===== src/rtl/txmap_pkg.sv =====
package txmap_pkg;

  localparam logic [7:0] IDLE_CODE = 8'hBC;   // K28.5
  localparam logic [7:0] VIOL_CODE = 8'hE0;   // C0.7
  localparam logic [7:0] MARK_A    = 8'hF7;   // K23.7
  localparam logic [7:0] MARK_B    = 8'hFB;   // K27.7
  localparam logic [7:0] MARK_C    = 8'hFD;   // K29.7

  typedef struct packed {
    logic       startCell;
    logic       violation;
    logic       ctrlSel;
    logic [7:0] data;
  } charWordT;

  typedef struct packed {
    logic push;
    logic pop;
    logic loadMarker;
    logic loadChar;
    logic loadIdle;
  } ctrlStrobesT;

  function automatic logic [7:0] markerCode(charWordT w);
    case ({w.ctrlSel, w.violation})
      2'b00:   return MARK_A;
      2'b10:   return MARK_B;
      default: return MARK_C;
    endcase
  endfunction

  // returns {kFlag, value}
  function automatic logic [8:0] mapChar(charWordT w);
    if (w.startCell)      return {1'b0, w.data};
    else if (w.violation) return {1'b1, VIOL_CODE};
    else                  return {w.ctrlSel, w.data};
  endfunction

endpackage


===== src/rtl/txMapCtrl.sv =====
module txMapCtrl
  import txmap_pkg::*;
#(
  parameter int DEPTH  = 16,
  parameter int ADDR_W = 3,
  localparam int CNT_W = $clog2(DEPTH + 1)
) (
  input  logic              clk,
  input  logic              rstN,
  input  logic              txEnable,
  input  logic [ADDR_W-1:0] txAddr,
  input  logic [ADDR_W-1:0] addrStrap,
  input  logic              headStartCell,
  output ctrlStrobesT       stb,
  output logic              fifoFull,
  output logic [CNT_W-1:0]  fillCount
);

  logic markerSent;
  logic fifoEmpty;
  logic [CNT_W-1:0] fillNext;

  assign fifoFull  = (fillCount == CNT_W'(DEPTH));
  assign fifoEmpty = (fillCount == '0);

  always_comb begin
    stb = '0;
    stb.push = txEnable && (txAddr == addrStrap) && !fifoFull;
    if (fifoEmpty) begin
      stb.loadIdle = 1'b1;
    end else if (headStartCell && !markerSent) begin
      stb.loadMarker = 1'b1;
    end else begin
      stb.loadChar = 1'b1;
      stb.pop      = 1'b1;
    end
  end

  assign fillNext = fillCount + CNT_W'(stb.push) - CNT_W'(stb.pop);

  always_ff @(posedge clk) begin
    if (!rstN) begin
      fillCount  <= '0;
      markerSent <= 1'b0;
    end else begin
      fillCount <= fillNext;
      if (stb.loadMarker)  markerSent <= 1'b1;
      else if (stb.pop)    markerSent <= 1'b0;
    end
  end

endmodule


===== src/rtl/txMapDatapath.sv =====
module txMapDatapath
  import txmap_pkg::*;
#(
  parameter int DEPTH  = 16,
  localparam int PTR_W = (DEPTH > 1) ? $clog2(DEPTH) : 1
) (
  input  logic        clk,
  input  logic        rstN,
  input  ctrlStrobesT stb,
  input  charWordT    inWord,
  output logic        headStartCell,
  output logic [7:0]  encValue,
  output logic        encK
);

  charWordT         mem [DEPTH];
  logic [PTR_W-1:0] wrPtr;
  logic [PTR_W-1:0] rdPtr;
  charWordT         headWord;
  logic [8:0]       mapped;

  function automatic logic [PTR_W-1:0] bump(logic [PTR_W-1:0] p);
    return (p == PTR_W'(DEPTH - 1)) ? '0 : p + 1'b1;
  endfunction

  assign headWord      = mem[rdPtr];
  assign headStartCell = headWord.startCell;
  assign mapped        = mapChar(headWord);

  always_ff @(posedge clk) begin
    if (stb.push) mem[wrPtr] <= inWord;
  end

  always_ff @(posedge clk) begin
    if (!rstN) begin
      wrPtr    <= '0;
      rdPtr    <= '0;
      encValue <= IDLE_CODE;
      encK     <= 1'b1;
    end else begin
      if (stb.push) wrPtr <= bump(wrPtr);
      if (stb.pop)  rdPtr <= bump(rdPtr);
      if (stb.loadMarker) begin
        encValue <= markerCode(headWord);
        encK     <= 1'b1;
      end else if (stb.loadChar) begin
        encValue <= mapped[7:0];
        encK     <= mapped[8];
      end else if (stb.loadIdle) begin
        encValue <= IDLE_CODE;
        encK     <= 1'b1;
      end
    end
  end

endmodule


===== src/rtl/txCharMapper.sv =====
module txCharMapper
  import txmap_pkg::*;
#(
  parameter int DEPTH  = 16,
  parameter int ADDR_W = 3,
  localparam int CNT_W = $clog2(DEPTH + 1)
) (
  input  logic              clk,
  input  logic              rstN,
  input  logic              txEnable,
  input  logic [ADDR_W-1:0] txAddr,
  input  logic [ADDR_W-1:0] addrStrap,
  input  logic [7:0]        txData,
  input  logic              ctrlSel,
  input  logic              startCell,
  input  logic              violation,
  output logic [7:0]        encValue,
  output logic              encK,
  output logic              fifoFull
);

  ctrlStrobesT      stb;
  charWordT         inWord;
  logic             headStartCell;
  logic [CNT_W-1:0] fillCount;

  assign inWord = '{startCell: startCell, violation: violation,
                    ctrlSel: ctrlSel, data: txData};

  txMapCtrl #(.DEPTH(DEPTH), .ADDR_W(ADDR_W)) ctrl (
    .clk(clk), .rstN(rstN), .txEnable(txEnable), .txAddr(txAddr),
    .addrStrap(addrStrap), .headStartCell(headStartCell),
    .stb(stb), .fifoFull(fifoFull), .fillCount(fillCount)
  );

  txMapDatapath #(.DEPTH(DEPTH)) dp (
    .clk(clk), .rstN(rstN), .stb(stb), .inWord(inWord),
    .headStartCell(headStartCell), .encValue(encValue), .encK(encK)
  );

endmodule


===== config.mk =====
export PLATFORM = sky130hd
export DESIGN_NAME = txCharMapper
export DESIGN_NICKNAME = d
export VERILOG_FILES = /design/src/rtl/txmap_pkg.sv /design/src/rtl/txMapCtrl.sv /design/src/rtl/txMapDatapath.sv /design/src/rtl/txCharMapper.sv
export SDC_FILE = /design/constraint.sdc
export NUM_CORES = 1
export LEC_CHECK = 0
export BUFFER_PORTS_ARGS = -buffer_cell sky130_fd_sc_hd__buf_2
export CORE_ASPECT_RATIO = 0.6
export CORE_MARGIN = 4
export CORE_UTILIZATION = 45
export CTS_CLUSTER_SIZE = 8
export DETAILED_ROUTE_END_ITERATION = 16
export GPL_TIMING_DRIVEN = 0
export PLACE_DENSITY = 0.63
export SLEW_MARGIN = 25
export SYNTH_ARGS = -nofsm -noshare
export SYNTH_HDL_FRONTEND = slang
export SYNTH_SLANG_ARGS = --single-unit

===== constraint.sdc =====
create_clock -name clk -period 3 [get_ports clk]
set_input_delay 0.6 -clock clk [delete_from_list [all_inputs] [get_ports clk]]
set_output_delay 0.6 -clock clk [all_outputs]
set_load 0.005 [all_outputs]

## Word level (Yosys, flattened, before mapping)

Memory sizes are Yosys's and may differ from the RTL's. A register that Yosys moved wholly into a read port is not among the register bits.
Cells that the tools add are included.
W data, S select, Z words.

- Memories: 1
- Word-level logic and storage cells: 48
- Bits in registers: 23
- Bits in writable memories: 176

Memory list:

| name | depth | width | read ports | clocked after memory_dff | wr ports | line | RTL |
|---|---|---|---|---|---|---|---|
| dp.mem | 16 | 11 | 1 | 1 | 1 | txMapDatapath.sv:16 | `charWordT mem [DEPTH];` |

- Add/subtract/negate cells: 4
- Bitwise operators: 1
- Reductions and logical operators: 11
- Mux-type cells: 20
- Eq/ne operators: 5

Operator list:

| operator | count |
|---|---|
| $mux W8 | 3 |
| $mux W9 | 2 |
| $mux W4 | 4 |
| $mux W1 | 9 |
| $add A4 B1 Y4 const B | 2 |
| $eq A4 B4 Y1 const B | 2 |
| $pmux W4 S2 | 1 |
| $add A5 B1 Y5 | 1 |
| $eq A5 B5 Y1 const B | 1 |
| $logic_not A5 Y1 | 1 |
| $sub A5 B1 Y5 | 1 |
| $reduce_bool A2 Y1 | 2 |
| $eq A3 B3 Y1 | 1 |
| $logic_and A1 B1 Y1 | 3 |
| $mux W3 | 1 |
| $reduce_bool A3 Y1 | 1 |
| $eq A2 B2 Y1 const B | 1 |
| $logic_not A1 Y1 | 2 |
| $logic_not A2 Y1 | 1 |
| $reduce_or A2 Y1 | 1 |
| $not A1 Y1 | 1 |

## Depth between registers and ports, before layout

Gate-level depths: netlist of run 1.

- Depth in word-level cells: 6
- Gate-level depth with buffers: 16
- Gate-level depth less buffers: 15

## By module

A second synthesis of run 1 with hierarchy kept.

- Cell total of the unflattened synthesis: 443
- Area, all modules: 8231.6 um^2

Modules (own cells, without submodules):

| module | cells each | times used | area each (um^2) | seq. area each (um^2) |
|---|---|---|---|---|
| txMapDatapath | 390 | 1 | 7758.7 | 5705.5 |
| txMapCtrl | 53 | 1 | 473.0 | 120.1 |

## Worst setup path after synthesis of run 1

Ideal clock, no wire load.

- Kind: input -> register
- Start: in addrStrap[2]
- End: reg ctrl.fillCount[4]
- Buffers on the path: 0
- Data arrival time: 2.913 ns
- Slack: -0.029 ns
- Stages on the path: 13
- Required time: 2.884 ns
- Path through: xor2_1 -> nor4_2 -> inv_1 -> ha_1 -> inv_1 -> ha_1 -> inv_1 -> fa_1 -> inv_1 -> a21oi_1 -> nor2_1 -> or3_1 -> and3_1

- Word-level cells in the longest chain between the ends: 5

Ends and longest elaborated chain:

| item | line | RTL |
|---|---|---|
| start: declaration | txCharMapper.sv:12 | `input logic [ADDR_W-1:0] addrStrap,` |
| $eq A3 B3 Y1 | txMapCtrl.sv:28 | `stb.push = txEnable && (txAddr == addrStrap) && !fifoFull;` |
| $logic_and A1 B1 Y1 (2 in a row) | txMapCtrl.sv:28 |  |
| $add A5 B1 Y5 | txMapCtrl.sv:39 | `assign fillNext = fillCount + CNT_W'(stb.push) - CNT_W'(stb.pop);` |
| $sub A5 B1 Y5 | txMapCtrl.sv:39 |  |
| end signal: assignment | txMapCtrl.sv:46 | `fillCount <= fillNext;` |
| end: declaration | txMapCtrl.sv:16 | `output logic [CNT_W-1:0] fillCount` |

No other way between the ends.
A chain may end at the register's enable or synchronous reset.

==> results of run 1 <==
-- report_power, final --
group          internal (mW)  switching (mW)  total (mW)
Clock                   1.80            1.15        2.95
Combinational          0.885           0.886        1.77
Sequential              3.19          0.0808        3.27
-- cell type report --
type                       count  area (um2)
multi-input combinational    189        2180
inverter                      20        75.1
timing repair buffer          54         328
clock buffer                  52         812
tap                          234         293
fill                        1370        7740
sequential                   203        5830
clock inverter                 2        16.3
buffer                        17         131
-- cell families (layout without fill, tap and decap cells) --
group           count (synthesis)  after routing  synth area share
compound gates                 44             44            0.0370
xor+xnor                        7              7           0.00756
fa+ha+maj                      12             12            0.0195
buf+inv                        37            145            0.0242
flops                         203            203             0.719
mux                            58             58             0.147
simple gates                   68             68            0.0463
-- registers in the layout, indices dropped and copies added (netlist names), named ones only --
name	flops
dp.rdPtr	4
dp.wrPtr	4
dp.encK	1
ctrl.fillCount	5
ctrl.markerSent	1
dp.encValue	8
dp.mem	176
-- cells in the mapped netlist, drive strengths merged --
library cell and n:
edfxtp 176, mux4 46, dfxtp 27, inv 18, nand2 16, buf 12
ha 11, mux2i 10, a21oi 8, nor2 8, o21ai 8, and2 6
and3 6, nor2b 6, a21boi 5, clkbuf 5, nand3 5, nor4 5
a31oi 4, nor3 4, xnor2 4, a21o 3, or3 3, xor2 3
a211o 2, a221oi 2, a22o 2, a22oi 2, a31o 2, clkinv 2
mux2 2, nand2b 2, o22ai 2, or4 2, or4b 2, a211oi 1
a221o 1, fa 1, nand3b 1, nor4bb 1, o21a 1, o21bai 1
or2 1
-- metal layers --
metal	GRT usage	up-vias
li1	-	1912
met1	0.283	2252
met2	0.258	177
met3	0.0568	41
met4	0.0430	0
met5	0	-
-- per-stage QoR --
stage / power (mW) / util / cell area, um2 / worst slack [ns] / TNS (ns)
6_report: 7.99 / 0.555 / 9670 / 0.0687 / 0
5_1_grt: 8.39 / 0.555 / 9670 / -0.0798 / -0.0798
4_1_cts: 8.00 / 0.553 / 9630 / 0.00639 / 0
3_5_place_dp: 4.92 / 0.502 / 8730 / -0.379 / -0.636
3_3_place_gp: 4.87 / 0.491 / 8550 / -1.68 / -113.86
2_1_floorplan: 4.46 / - / 8110 / 0.0389 / 0
-- worst max-delay path: stages (launching register included) --
cell	delay, ns
dfxtp_4	0.36
buf_12	0.12
mux4_2	0.51
a22oi_2	0.13
and3_4	0.23
o21ai_4	0.07
inv_2	0.08
ha_1	0.22
inv_1	0.06
ha_2	0.17
inv_1	0.05
fa_2	0.34
inv_1	0.08
a21oi_2	0.05
nor2_1	0.11
o21ai_0	0.09
and3_1	0.16
-- placed cells by master (no fill, tap or decap), types with 3 or more instances in the layout --
cell | netlist | layout
a21boi_0 | 3 | 3
o21ai_0 | 6 | 5
nor2_2 | 0 | 5
buf_6 | 2 | 3
nor2_1 | 8 | 3
ha_1 | 11 | 10
a21o_1 | 3 | 3
xnor2_1 | 4 | 4
nand3_1 | 5 | 5
buf_12 | 2 | 3
and2_1 | 6 | 6
nor4_2 | 1 | 4
and3_1 | 6 | 5
buf_2 | 7 | 41
a21oi_1 | 8 | 7
buf_4 | 0 | 18
mux4_2 | 38 | 41
nand2_1 | 16 | 16
mux4_1 | 8 | 5
nor3_2 | 0 | 4
nor2b_1 | 6 | 5
dfxtp_1 | 27 | 26
clkbuf_1 | 4 | 27
inv_1 | 18 | 17
or3_1 | 3 | 3
edfxtp_1 | 176 | 176
a31oi_1 | 4 | 4
xor2_1 | 3 | 3
mux2i_1 | 10 | 10
clkbuf_16 | 0 | 29
-- timing repair --
action | CTS | global route
resized for setup | 12 | 8
pin swaps | 3 | 2
setup buffers | 7 | 1
setup endpoints to repair | 4 | 2
-- how the worst max path moves through the flow --
stage                                   endpoint  slack [ns]  cells after the start
floorplan           ctrl.fillCount[4]$_SDFF_PN0_        0.04                     15
global placement          dp.mem[1][6]$_DFFE_PP_       -1.68                      5
detailed placement  ctrl.fillCount[4]$_SDFF_PN0_       -0.38                     16
CTS                  dp.encValue[7]$_SDFFE_PN1P_       0.006                      6
global route        ctrl.fillCount[4]$_SDFF_PN0_       -0.08                     16
finish              ctrl.fillCount[4]$_SDFF_PN0_        0.07                     16
==> impl_summary.log, run 1 <==
INFO  metric cp-start-kind = register
INFO  metric lkg_pwr = between 3 and 4 nW
INFO  metric cts_buffer_depth = 3
INFO  metric antennaDiodeCount = 0
INFO  metric wire_length_of_the_first_global_routing_pass = around 28000 um
INFO  metric synthesized_area_divided_by_synthesized_cell_count = 18.9 um2
INFO  metric worst_pin_slew = about 0.88 ns
INFO  metric drt_pass1_iterations = 6
INFO  metric cts_buffers = 29
INFO  metric synthesis.instances = about 430
INFO  metric routedLengthMet1 = approximately 8600 um
INFO  metric root_driver = clkbuf_16
INFO  metric ys_top_cells_by_area = edfxtp_1, mux4_2, dfxtp_1, mux4_1, ha_1
INFO  metric rsz_0062_raised_after_global_routing = true
INFO  metric final_max_slew_viol_count = 0
INFO  metric holdPathStages = 2
INFO  metric row_count = 37
INFO  metric ctsHtreeMaxLevel = 1
INFO  metric crit_path_end_kind = register
INFO  metric finalSetupViolCount = 0
INFO  metric placed_cells = 709
INFO  metric hold-path-endpoint = dp.wrPtr[3]$_SDFFE_PN0P_
INFO  metric finalWorstPathRequiredPeriod = approximately 2.9 ns
INFO  metric route.final.wire_length = 18500 um
INFO  metric synth-seq-cells = 203
INFO  metric layout.nets = 546
INFO  metric timing.critical_path.arrival = roughly 3.4 ns
INFO  metric antenna_found_initial = 0
INFO  metric critical_path.max_fanout = 6
INFO  metric dr_total_vias = between 4000 and 5000
INFO  metric initial_core_util = 0.466
INFO  metric finish.cell_count_without_fillers = ~770
INFO  metric hpwl = between 10000 and 15000 um
INFO  metric maxCapViolCount = 0
INFO  metric synthesis.yosys.warnings = 0
INFO  metric worstHoldPathType = primary input to register
INFO  metric peakVddDrop = 0.552 mV
INFO  metric top_signal_layer_used = met4
INFO  metric maximum_number_of_pins_on_one_net_before_global_route_repair = 17
INFO  metric cts_hold_repair.buffers = 0
INFO  metric final_estimated_routing_congestion_in_global_placement = 0.771
INFO  metric timing.final.hold_violations = 0
INFO  metric track_usage = 0.184
INFO  metric drtIter0Drc = 369
INFO  metric synth.cell_area = 0.00811 mm2
INFO  metric clk_pin_slew_worst_paths = 0.06 ns
INFO  metric worst_relative_slew_slack = 0.414
INFO  metric route.antenna.remaining_nets = 0
INFO  metric routed_wire_length_per_instance = 23.9 um
INFO  metric criticalPathCategory = register to register
INFO  metric synth_seq_area_share = 0.719
INFO  metric netlist-cell-type-count = 53
INFO  metric drc_errors = 0
INFO  metric globalRouteOverflowTotal = 0
INFO  metric cts.sinks = between 200 and 250
INFO  metric cell_taking_the_most_area_after_synthesis = edfxtp_1
INFO  metric reg2reg_setup_slack = 0.07 ns
INFO  metric clock_tree_from_tritoncts = yes
INFO  metric required = roughly 3.4 ns
INFO  metric drive_gt1_frac = 0.311
INFO  metric floorplan.die.height = 112 um
INFO  metric area_grow_syn2layout = 19.2%
INFO  metric grt_pass1_vias = approximately 4400
INFO  metric clock_latency = ~0.53 ns
INFO  metric placeableCoreArea = between 0.015 and 0.02 mm2
INFO  metric io_buffers = 29
INFO  metric io-pin-count = 30
INFO  metric r2r_end = ctrl.fillCount[4]$_SDFF_PN0_
INFO  metric min-delay-start = rstN
INFO  metric synthDominantCellAreaShare = 0.652
INFO  metric drt-vias-per-instance = between 5 and 6
INFO  metric holdWs = around 0.43 ns
INFO  metric wl_met3 = about 1600 um
INFO  metric die_area = approximately 0.020 mm2
INFO  metric powerDensity = roughly 830 mW/mm2
INFO  metric r2r_cells = 16
INFO  metric status = finished, final reports clean
INFO  metric finalClockSkew = roughly 0.013 ns
INFO  metric routed-wl-met2 = approximately 7800 um
INFO  metric syn_nets = around 460
INFO  metric die_x = ~180 um
INFO  metric timing.final.crit_share = 0.977
INFO  metric fmax = about 340 MHz
No activity file was read; power rests on OpenSTA's default activity.
==> run 2: changes to the inputs <==
MAX_ROUTING_LAYER = met4   (was default)
==> run 2 against run 1 <==
Against the previous run: clock skew about the same; core utilization is the same; combinational power barely moved; highest routed layer unchanged; sequential power hardly changed.
==> impl_summary.log, run 2 (synthesis results as in run 1) <==
INFO  metric clk_pin_slew_worst_paths = 0.06 ns (about the same)
INFO  metric clock_latency = 0.53 ns (about the same)
INFO  metric drt-vias-per-instance = 5.68 (-0.11%)
INFO  metric final_max_slew_viol_count = 0 (unchanged)
INFO  metric worstHoldPathType = primary input to register
INFO  metric routed_wire_length_per_instance = 23.9 um (about the same)
INFO  metric hpwl = 12400 um (unchanged)
INFO  metric finalSetupViolCount = 0 (unchanged)
INFO  metric cpPeakStageDelay = 0.51 ns (about the same)
INFO  metric route.final.wire_length = 18400 um (about the same)
INFO  metric max_reg_flops = 176 (unchanged)
INFO  metric maxCapViolCount = 0 (unchanged)
INFO  metric maximum_number_of_pins_on_one_net_before_global_route_repair = 17 (unchanged)
INFO  metric dr_total_vias = 4377 (-0.11%)
INFO  metric pre_cts_ws = -0.379 ns (unchanged)
INFO  metric drtIter0Drc = 364 (-1.4%)
INFO  metric initial_core_util = 0.466 (unchanged)
INFO  metric die_x = 181 um (unchanged)
INFO  metric share_comb_of_total_power = 0.221 (about the same)
INFO  metric rsz_0062_raised_after_global_routing = true
INFO  metric final_estimated_routing_congestion_in_global_placement = 0.782 (+1.3%)
INFO  metric area_grow_syn2layout = 19.2% (unchanged)
INFO  metric crit_path_end_kind = register
INFO  metric route.antenna.remaining_nets = 0 (unchanged)
INFO  metric clock_tree_from_tritoncts = yes
INFO  metric placeableCoreArea = 0.0174 mm2 (unchanged)
INFO  metric worst_path_most_repeated_cell = inv_1
INFO  metric grt_pass1_vias = 4395 (-0.34%)
INFO  metric cts_buffers = 29 (unchanged)
INFO  metric lkg_pwr = 3.24 nW (unchanged)
INFO  metric layout.cells.most_common_list = edfxtp_1, buf_2, mux4_2
INFO  metric power.share.sequential = 0.409 (about the same)
INFO  metric antennaDiodeCount = 0 (unchanged)
INFO  metric switchingPower = 2.11 mW (about the same)
INFO  metric timing.final.crit_share = 0.978 (+0.00128)
INFO  metric worst_relative_slew_slack = 0.405 (-0.00924)
INFO  metric powerDensity = 827 mW/mm2 (about the same)
INFO  metric status = finished, final reports clean
INFO  metric finish.cell_count_without_fillers = 771 (unchanged)
INFO  metric io_buffers = 29 (unchanged)
INFO  metric layout.nets = 546 (unchanged)
INFO  metric timing.final.hold_violations = 0 (unchanged)
INFO  metric cts.sinks = 203 (unchanged)
INFO  metric placed_cells = 709 (unchanged)
INFO  metric switching_share = 0.264 (about the same)
INFO  metric mostFrequentLayoutCell = edfxtp_1
INFO  metric reg.largest.list = dp.mem (176), dp.encValue (8), ctrl.fillCount (5)
INFO  metric drive_gt1_frac = 0.311 (unchanged)
INFO  metric row_count = 37 (unchanged)
INFO  metric worst_pin_slew = 0.893 ns (+0.0148 ns)
INFO  metric worst_slack = 0.0648 ns (-0.00385 ns)
INFO  metric io-pin-count = 30 (unchanged)
INFO  metric finalWorstPathRequiredPeriod = 2.94 ns (+0.00385 ns)
INFO  metric finalClockSkew = 0.0128 ns (+0.0000206 ns)
INFO  metric max_flop_register = dp.mem
INFO  metric root_driver = clkbuf_16
INFO  metric globalRouteOverflowTotal = 0 (unchanged)
INFO  metric r2r_cells = 16 (unchanged)
INFO  metric crit_path_cell_trace = buf_12 > mux4_2 > a22oi_2 > and3_4 > o21ai_4 > inv_2 > ha_1 > inv_1 > ha_2 > inv_1 > fa_2 > inv_1 > a21oi_2 > nor2_1 > o21ai_0 > and3_1
INFO  metric antenna_found_initial = 0 (unchanged)
INFO  metric holdPathStages = 2 (unchanged)
INFO  metric floorplan.die.height = 112 um (unchanged)
INFO  metric peakVddDrop = 0.550 mV (-0.48%)
INFO  metric timing.critical_path.slowest_stage_cell = mux4_2
INFO  metric required = 3.42 ns (about the same)
INFO  metric cts_buffer_depth = 3 (unchanged)
INFO  metric fmax = 341 MHz (-0.13%)
INFO  metric drt_pass1_iterations = 5 (-1)
INFO  metric criticalPathCategory = register to register
INFO  metric timing.critical_path.arrival = 3.35 ns (about the same)
INFO  metric post-layout-total-power = 7.99 mW (about the same)
INFO  metric cp-start-kind = register
INFO  metric track_usage = 0.190 (+0.00580)
INFO  metric drc_errors = 0 (unchanged)
INFO  metric internal_power = 5.88 mW (about the same)
INFO  metric clock_power_share = 0.369 (about the same)
INFO  metric wire_length_of_the_first_global_routing_pass = 27900 um (about the same)
INFO  metric die_area = 0.0203 mm2 (unchanged)
INFO  metric ctsHtreeMaxLevel = 1 (unchanged)
INFO  metric critical_path.max_fanout = 6 (unchanged)
-- run 2: cell counts in the layout (fill, tap and decap cells not counted) --
Identical to the previous run, type by type.
-- run 2: through the flow --
stage           util  hold WS [ns]  setup TNS, ns  instance area (um2)
3_5_place_dp   0.502         0.500         -0.636                 8730
2_1_floorplan      -         0.473              0                 8110
6_report       0.555         0.425              0                 9670
3_3_place_gp   0.491         0.491        -113.86                 8550
5_1_grt        0.555         0.422        -0.0798                 9670
4_1_cts        0.553         0.399              0                 9630
-- run 2: layout make-up --
class | count | area [um2]
Timing Repair Buffer | 54 | 328
Tap cell | 234 | 293
Multi-Input combinational cell | 189 | 2180
Buffer | 17 | 131
Sequential cell | 203 | 5830
Clock inverter | 2 | 16.3
Fill cell | 1370 | 7740
Inverter | 20 | 75.1
Clock buffer | 52 | 812
-- run 2: critical path: cells and delay by family, from the launching register on --
kind / cells / cell delay, ns
adder cells (fa/ha/maj): 3 / 0.73
multiplexers: 1 / 0.51
AND/OR/NAND/NOR: 3 / 0.50
buffers and inverters: 5 / 0.39
flip-flops: 1 / 0.36
AO/OA/AOI/OAI: 4 / 0.34
-- run 2: power groups by stage --
| stage | sequential (mW) | combinational [mW] | clock, mW |
|---|---|---|---|
| detailed placement | 3.31 | 1.61 | 0 |
| CTS | 3.27 | 1.72 | 3.00 |
| global placement | 3.31 | 1.57 | 0 |
| global route | 3.28 | 1.95 | 3.15 |
| finish | 3.27 | 1.77 | 2.95 |
| floorplan | 3.31 | 1.16 | 0 |
-- run 2: path summary, 6_finish.rpt --
| check | start | end | slack [ns] |
|---|---|---|---|
| min reg2reg | dp.rdPtr[3]$_SDFFE_PN0N_ | dp.rdPtr[3]$_SDFFE_PN0N_ | 0.52 |
| min | rstN | dp.wrPtr[3]$_SDFFE_PN0P_ | 0.43 |
| max | register | ctrl.fillCount[4]$_SDFF_PN0_ | 0.06 |
| max reg2reg | register | ctrl.fillCount[4]$_SDFF_PN0_ | 0.06 |
-- run 2: what timing repair did --
action / 4_1_cts / 5_1_grt
resized for setup: 12 / 8
cloned: 0 / 0
hold buffers: 0 / 0
pin swaps: 3 / 2
buffers inserted: 7 / 1
setup endpoints to repair: 4 / 2
-- run 2: metal layers --
metal | vias to the layer above | wire length [um] | share of wire | track usage
met5 | - | 0 | 0 | -
met4 | 0 | 336 | 0.018 | 0.0430
met3 | 45 | 1530 | 0.083 | 0.0568
met2 | 184 | 7800 | 0.42 | 0.257
met1 | 2243 | 8770 | 0.48 | 0.284
li1 | 1905 | - | - | -
